**config.mk**
```make
export PLATFORM = sky130hd
export DESIGN_NAME = rmtg_gen
export DESIGN_NICKNAME = d
export VERILOG_FILES = /design/src/rtl/rmtg_pkg.sv /design/src/rtl/rmtg_phase_ctr.sv /design/src/rtl/rmtg_walk_reg.sv /design/src/rtl/rmtg_seq_ctrl.sv /design/src/rtl/rmtg_vec_mux.sv /design/src/rtl/rmtg_gen.sv
export SDC_FILE = /design/constraint.sdc
export NUM_CORES = 1
export LEC_CHECK = 0
export BUFFER_PORTS_ARGS = -buffer_cell sky130_fd_sc_hd__buf_2
export CAP_MARGIN = 10
export CORE_MARGIN = 2
export CORE_UTILIZATION = 35
export CTS_CLUSTER_SIZE = 40
export DETAILED_ROUTE_END_ITERATION = 7
export GPL_ROUTABILITY_DRIVEN = 0
export MAX_ROUTING_LAYER = met4
export SYNTH_ARGS = -nofsm -noshare
export SYNTH_HDL_FRONTEND = slang
export SYNTH_SLANG_ARGS = --single-unit
```
**constraint.sdc**
```tcl
create_clock -name clk -period 3.25 [get_ports clk]
set_input_delay 0 -clock clk [delete_from_list [all_inputs] [get_ports clk]]
set_output_delay 0 -clock clk [all_outputs]
set_load 0.01 [all_outputs]
```
**src/rtl/rmtg_pkg.sv**
```systemverilog
package rmtg_pkg;

  typedef enum logic [1:0] {
    ST_IDLE = 2'd0,
    ST_HEAD = 2'd1,
    ST_WALK = 2'd2,
    ST_DONE = 2'd3
  } rmtg_state_e;

  localparam int HEAD_LEN = 4;

  // control input value for a head phase: upper half of the head uses 1
  function automatic logic head_ctrl(input logic [1:0] phase);
    return (phase >= 2'd2);
  endfunction

  // data fill for a head phase: odd phases use all ones
  function automatic logic head_data(input logic [1:0] phase);
    return (phase == 2'd1) || (phase == 2'd3);
  endfunction

  // total number of vectors in a run
  function automatic int run_length(input int n_in);
    return n_in + HEAD_LEN;
  endfunction

endpackage

```
**src/rtl/rmtg_phase_ctr.sv**
```systemverilog
module rmtg_phase_ctr #(
  parameter int PHASES = 4,
  localparam int PW = $clog2(PHASES)
) (
  input  logic          clk,
  input  logic          rst,
  input  logic          clear,
  input  logic          adv,
  output logic [PW-1:0] phase,
  output logic          last
);
  logic [PW-1:0] phase_q;

  always_ff @(posedge clk) begin
    if (rst || clear) phase_q <= '0;
    else if (adv) begin
      if (phase_q == PW'(PHASES - 1)) phase_q <= '0;
      else phase_q <= phase_q + 1'b1;
    end
  end

  assign phase = phase_q;
  assign last  = (phase_q == PW'(PHASES - 1));

  AST_PHASE_CLEARS: assert property (@(posedge clk) disable iff (rst)
    clear |=> phase == '0);

endmodule

```
**src/rtl/rmtg_walk_reg.sv**
```systemverilog
module rmtg_walk_reg #(
  parameter int N_IN = 5
) (
  input  logic            clk,
  input  logic            rst,
  input  logic            load,
  input  logic            shift,
  input  logic            clear,
  output logic [N_IN-1:0] hot,
  output logic            at_end
);
  logic [N_IN-1:0] hot_q;
  logic [N_IN-1:0] hot_shifted;

  generate
    if (N_IN == 1) begin : g_single
      assign hot_shifted = '0;
    end else begin : g_multi
      assign hot_shifted = {hot_q[N_IN-2:0], 1'b0};
    end
  endgenerate

  always_ff @(posedge clk) begin
    if (rst || clear) hot_q <= '0;
    else if (load)    hot_q <= N_IN'(1);
    else if (shift)   hot_q <= hot_shifted;
  end

  assign hot    = hot_q;
  assign at_end = hot_q[N_IN-1];

  AST_WALK_ONEHOT: assert property (@(posedge clk) disable iff (rst)
    $onehot0(hot));

  AST_WALK_LOAD_FIRST: assert property (@(posedge clk) disable iff (rst)
    load && !clear |=> hot[0]);

endmodule

```
**src/rtl/rmtg_seq_ctrl.sv**
```systemverilog
module rmtg_seq_ctrl
  import rmtg_pkg::*;
(
  input  logic        clk,
  input  logic        rst,
  input  logic        start,
  input  logic        enable,
  input  logic        head_last,
  input  logic        walk_last,
  output rmtg_state_e st,
  output logic        ev_accept,
  output logic        ev_head_adv,
  output logic        ev_enter_walk,
  output logic        ev_walk_adv,
  output logic        ev_finish
);
  rmtg_state_e st_q, st_d;

  always_comb begin
    st_d          = st_q;
    ev_accept     = 1'b0;
    ev_head_adv   = 1'b0;
    ev_enter_walk = 1'b0;
    ev_walk_adv   = 1'b0;
    ev_finish     = 1'b0;
    case (st_q)
      ST_IDLE: begin
        if (start) begin
          st_d      = ST_HEAD;
          ev_accept = 1'b1;
        end
      end
      ST_HEAD: begin
        if (enable) begin
          ev_head_adv = 1'b1;
          if (head_last) begin
            st_d          = ST_WALK;
            ev_enter_walk = 1'b1;
          end
        end
      end
      ST_WALK: begin
        if (enable) begin
          if (walk_last) begin
            st_d      = ST_DONE;
            ev_finish = 1'b1;
          end else begin
            ev_walk_adv = 1'b1;
          end
        end
      end
      ST_DONE: st_d = ST_IDLE;
      default: st_d = ST_IDLE;
    endcase
  end

  always_ff @(posedge clk) begin
    if (rst) st_q <= ST_IDLE;
    else     st_q <= st_d;
  end

  assign st = st_q;

  AST_DONE_LEAVES: assert property (@(posedge clk) disable iff (rst)
    st == ST_DONE |=> st == ST_IDLE);

  AST_START_BUSY_IGNORED: assert property (@(posedge clk) disable iff (rst)
    (st == ST_WALK) && start && !enable |=> st == ST_WALK);

endmodule

```
**src/rtl/rmtg_vec_mux.sv**
```systemverilog
module rmtg_vec_mux
  import rmtg_pkg::*;
#(
  parameter int N_IN    = 5,
  parameter bit WALK_X0 = 1'b0
) (
  input  rmtg_state_e     st,
  input  logic [1:0]      phase,
  input  logic [N_IN-1:0] hot,
  output logic [N_IN:0]   vec
);
  logic head_on;
  logic walk_on;
  logic fill;

  assign head_on = (st == ST_HEAD);
  assign walk_on = (st == ST_WALK);
  assign fill    = head_data(phase);

  always_comb begin
    if (head_on)      vec[0] = head_ctrl(phase);
    else if (walk_on) vec[0] = WALK_X0;
    else              vec[0] = 1'b0;
  end

  genvar g;
  generate
    for (g = 0; g < N_IN; g++) begin : g_data
      assign vec[g+1] = head_on ? fill : (walk_on & ~hot[g]);
    end
  endgenerate

endmodule

```
**src/rtl/rmtg_gen.sv**
```systemverilog
module rmtg_gen
  import rmtg_pkg::*;
#(
  parameter int N_IN    = 5,
  parameter bit WALK_X0 = 1'b0,
  localparam int VW     = N_IN + 1
) (
  input  logic          clk,
  input  logic          rst,
  input  logic          start,
  input  logic          enable,
  output logic [VW-1:0] vec,
  output logic          vec_valid,
  output logic          done
);
  rmtg_state_e     st;
  logic            ev_accept, ev_head_adv, ev_enter_walk, ev_walk_adv, ev_finish;
  logic [1:0]      phase;
  logic            head_last;
  logic [N_IN-1:0] hot;
  logic            walk_last;

  rmtg_seq_ctrl u_ctrl (
    .clk          (clk),
    .rst          (rst),
    .start        (start),
    .enable       (enable),
    .head_last    (head_last),
    .walk_last    (walk_last),
    .st           (st),
    .ev_accept    (ev_accept),
    .ev_head_adv  (ev_head_adv),
    .ev_enter_walk(ev_enter_walk),
    .ev_walk_adv  (ev_walk_adv),
    .ev_finish    (ev_finish)
  );

  rmtg_phase_ctr #(.PHASES(HEAD_LEN)) u_phase (
    .clk  (clk),
    .rst  (rst),
    .clear(ev_accept),
    .adv  (ev_head_adv),
    .phase(phase),
    .last (head_last)
  );

  rmtg_walk_reg #(.N_IN(N_IN)) u_walk (
    .clk   (clk),
    .rst   (rst),
    .load  (ev_enter_walk),
    .shift (ev_walk_adv),
    .clear (ev_finish),
    .hot   (hot),
    .at_end(walk_last)
  );

  rmtg_vec_mux #(.N_IN(N_IN), .WALK_X0(WALK_X0)) u_mux (
    .st   (st),
    .phase(phase),
    .hot  (hot),
    .vec  (vec)
  );

  assign vec_valid = (st == ST_HEAD) || (st == ST_WALK);
  assign done      = (st == ST_DONE);

  AST_RESET_IDLE: assert property (@(posedge clk)
    rst |=> !vec_valid && !done);

  AST_ACCEPT_FIRST: assert property (@(posedge clk) disable iff (rst)
    !vec_valid && !done && start |=> vec_valid && vec == '0);

  AST_WALK_ONE_ZERO: assert property (@(posedge clk) disable iff (rst)
    st == ST_WALK |-> $countones(vec[VW-1:1]) == N_IN - 1);

  AST_WALK_CTRL: assert property (@(posedge clk) disable iff (rst)
    st == ST_WALK |-> vec[0] == WALK_X0);

  AST_DONE_NOT_VALID: assert property (@(posedge clk) disable iff (rst)
    done |-> !vec_valid);

  AST_DONE_PULSE: assert property (@(posedge clk) disable iff (rst)
    done |=> !done);

  AST_HOLD: assert property (@(posedge clk) disable iff (rst)
    vec_valid && !enable |=> vec_valid && $stable(vec));

  AST_IDLE_ZERO: assert property (@(posedge clk) disable iff (rst)
    !vec_valid |-> vec == '0);

endmodule

```
==> flow_summary.yaml <==
outcome:
  outcome: "finished, final reports clean"
timing:
  clock-skew-final_ns: 0.002608
  max_freq_ghz: 0.5800
  maxSlewViolCount: 0
  max_slew_margin: 0.6972
  hold_viol_final: 0
  tightest_slew_ns: 0.4494
  report.final.setup_viol: 0
  tns_ns: 0
  final.min_clock_period_ns: 1.724
  period_share: 0.5305
  rsz0062_at_grt: "false"
final_layout:
  drive_gt1_frac: 0.2099
  layout_common_cells: "11 x buf_2, 10 x ha_1, 9 x dfxtp_1, 7 x nor2_1, 6 x o21ai_0"
  fin_util: 0.4242
  num_antenna_cells: 0
  design_area_um2: 724.4
  nets: 96
  fin_cells: 106
  final_common_cell: "buf_2"
  area_delta_synth_final_pct: 15.11
worst_setup_path:
  r2r_cells: 5
  r2r_end: "u_walk.hot[2]$_SDFFE_PP0P_"
  timing.rr.start: "u_ctrl.st[1]$_SDFFE_PP0P_"
  crit_type: "flip-flop to output port"
  required_ns: 3.25
  crit_arrival_ns: 1.72
  start_kind: "flip-flop"
  endpoint_kind: "output port"
  crit_fanout: 10
  r2r_slack_ns: 1.80
worst_hold_path:
  worstHoldPathCells: 3
  min-delay-start: "start"
  hp-class: "input port to flip-flop"
  min_to: "u_phase.phase[0]$_SDFFE_PP0P_"
clock_network:
  htree_levels: 1
  clk-insertion-delay-late_ns: 0.26
  cts_hold_buf: 1
  tritoncts: "built"
  ctsResizeCount: 0
  clkTransAtPathRegs_ns: 0.06
  numClockSinks: 9
  postCtsSetupBuffers: 0
  clockRootBuffer: "clkbuf_4"
  clock_path_buffers: 2
  numCtsBuffers: 3
placed_design:
  hpwl_um: 873
  place_inst: 101
  dpl-instance-area_um2: 688.2
  port_buffers: 11
power:
  p_switching_mw: 0.1996
  combPwrFrac: 0.517
  ir_drop_mv: 0.2435
  pwr-share-seq: 0.299
  clkPwrFrac: 0.184
  powerDensity_mw_per_mm2: 659.2
  sw_frac_of_total: 0.4179
  p_leak_nw: 0.3494
  finalPower_mw: 0.4776
  p_int_mw: 0.2780
global_routing:
  grt_remaining_overflow: 0
  grt_pass1_wl_mm: 1.883
  antenna_found_initial: 0
  track_usage: 0.1298
  grt_start_max_net_pins: 11
  grt_pass1_vias: 448
routing:
  antenna_left: 0
  viasPerCell: 4.689
  firstDrtPassIters: 4
  vias: 497
  drcViolationCount: 0
  routed_wl_mm: 1.134
  routedWlPerCell_um: 10.70
  drt_iter0_drc: 18
synth:
  synth_area_leaders: "dfxtp_1 29%, ha_1 20%, mux2i_1 8.0%"
  ys_types: 23
  synthCells: 68
  seq_area_frac_synth: 0.2863
  synth-seq-cells: 9
  ys_warn_count: 0
  syn_area_um2: 629.4
  synth_nets: 82
  synth_top_area_cell: "dfxtp_1"
  syn_avg_cell_area_um2: 9.255
  synth_top_area_share: 0.2863
floorplan:
  die_area_mm2: 0.002153
  die_w_um: 46.41
  start_util: 0.3685
  core-area_mm2: 0.001708
  die_h_um: 46.41
  top_level_ports: 12
  row_count: 15
job:
  maxCapViolations: 0
[cell usage after synthesis]
cell type  count
nand2b_1       4
o21bai_4       1
nand2_1        4
o2111ai_2      1
mux2i_1        5
nand3b_1       1
a31oi_1        1
buf_2          1
ha_1          10
a311oi_1       1
nand4_1        1
inv_1          5
dfxtp_1        9
buf_6          2
a22o_1         1
nor2_1         7
a41oi_1        1
a21boi_2       1
a21oi_1        2
o21a_1         1
a21o_1         2
or2b_1         1
o21ai_0        6
[metrics by stage]
step                setup slack, ns  hold slack, ns
detailed placement            1.792          0.2610
CTS                           1.498         0.03100
global route                  1.315         0.05549
global placement              1.805          0.2508
floorplan                     1.924         0.06907
finish                        1.526         0.03658
[cell type report]
class | count | area [um2]
clock buffer | 4 | 26.28
fill | 181 | 983.4
inverter | 5 | 18.77
multi-input combinational | 51 | 402.9
sequential | 9 | 180.2
tap | 25 | 31.28
timing repair buffer | 12 | 65.06
[per-layer routing]
| metal | track usage | vias up | wire length, um |
|---|---|---|---|
| li1 | - | 259 | - |
| met1 | 0.1522 | 226 | 557 |
| met2 | 0.1972 | 10 | 519 |
| met3 | 0.03922 | 2 | 48 |
| met4 | 0.06857 | 0 | 9 |
| met5 | - | - | 0 |
[critical path, stage by stage, from the launching register on]
cell	delay (ns)
dfxtp_1	0.40
inv_1	0.10
ha_1	0.33
or2b_1	0.32
o21ai_0	0.15
buf_2	0.15
[flip-flops by register name (all words and copies together), names as in the netlist]
| name | cells |
|---|---|
| u_ctrl.st | 2 |
| u_walk.hot | 5 |
| u_phase.phase | 2 |
[logic make-up (layout without fill, tap and decap cells)]
family,count (synthesis),in the layout,synth area share
AO/OA/AOI/OAI,18,18,0.2227
AND/OR/NAND/NOR,18,18,0.1392
adder cells (fa/ha/maj),10,10,0.1988
flip-flops,9,9,0.2863
buffers and inverters,8,21,0.07355
multiplexers,5,5,0.07953
[worst max-delay path by stage]
stage | endpoint | cells after the start | slack (ns) | startpoint
6_report | vec[3] | 5 | 1.53 | u_ctrl.st[1]$_SDFFE_PP0P_
5_1_grt | vec[1] | 5 | 1.31 | u_ctrl.st[1]$_SDFFE_PP0P_
4_1_cts | vec[1] | 5 | 1.50 | u_ctrl.st[1]$_SDFFE_PP0P_
3_5_place_dp | vec[3] | 5 | 1.79 | u_ctrl.st[1]$_SDFFE_PP0P_
3_3_place_gp | vec[1] | 5 | 1.80 | u_ctrl.st[1]$_SDFFE_PP0P_
2_1_floorplan | vec[1] | 5 | 1.92 | u_ctrl.st[1]$_SDFFE_PP0P_
[power groups by stage]
| stage | Sequential (mW) | Combinational (mW) | Clock, mW |
|---|---|---|---|
| 6_report | 0.143 | 0.247 | 0.0878 |
| 5_1_grt | 0.146 | 0.280 | 0.0979 |
| 4_1_cts | 0.143 | 0.251 | 0.0925 |
| 3_5_place_dp | 0.146 | 0.248 | 0 |
| 3_3_place_gp | 0.145 | 0.245 | 0 |
| 2_1_floorplan | 0.142 | 0.196 | 0 |
(Power assumes the default switching activity.)
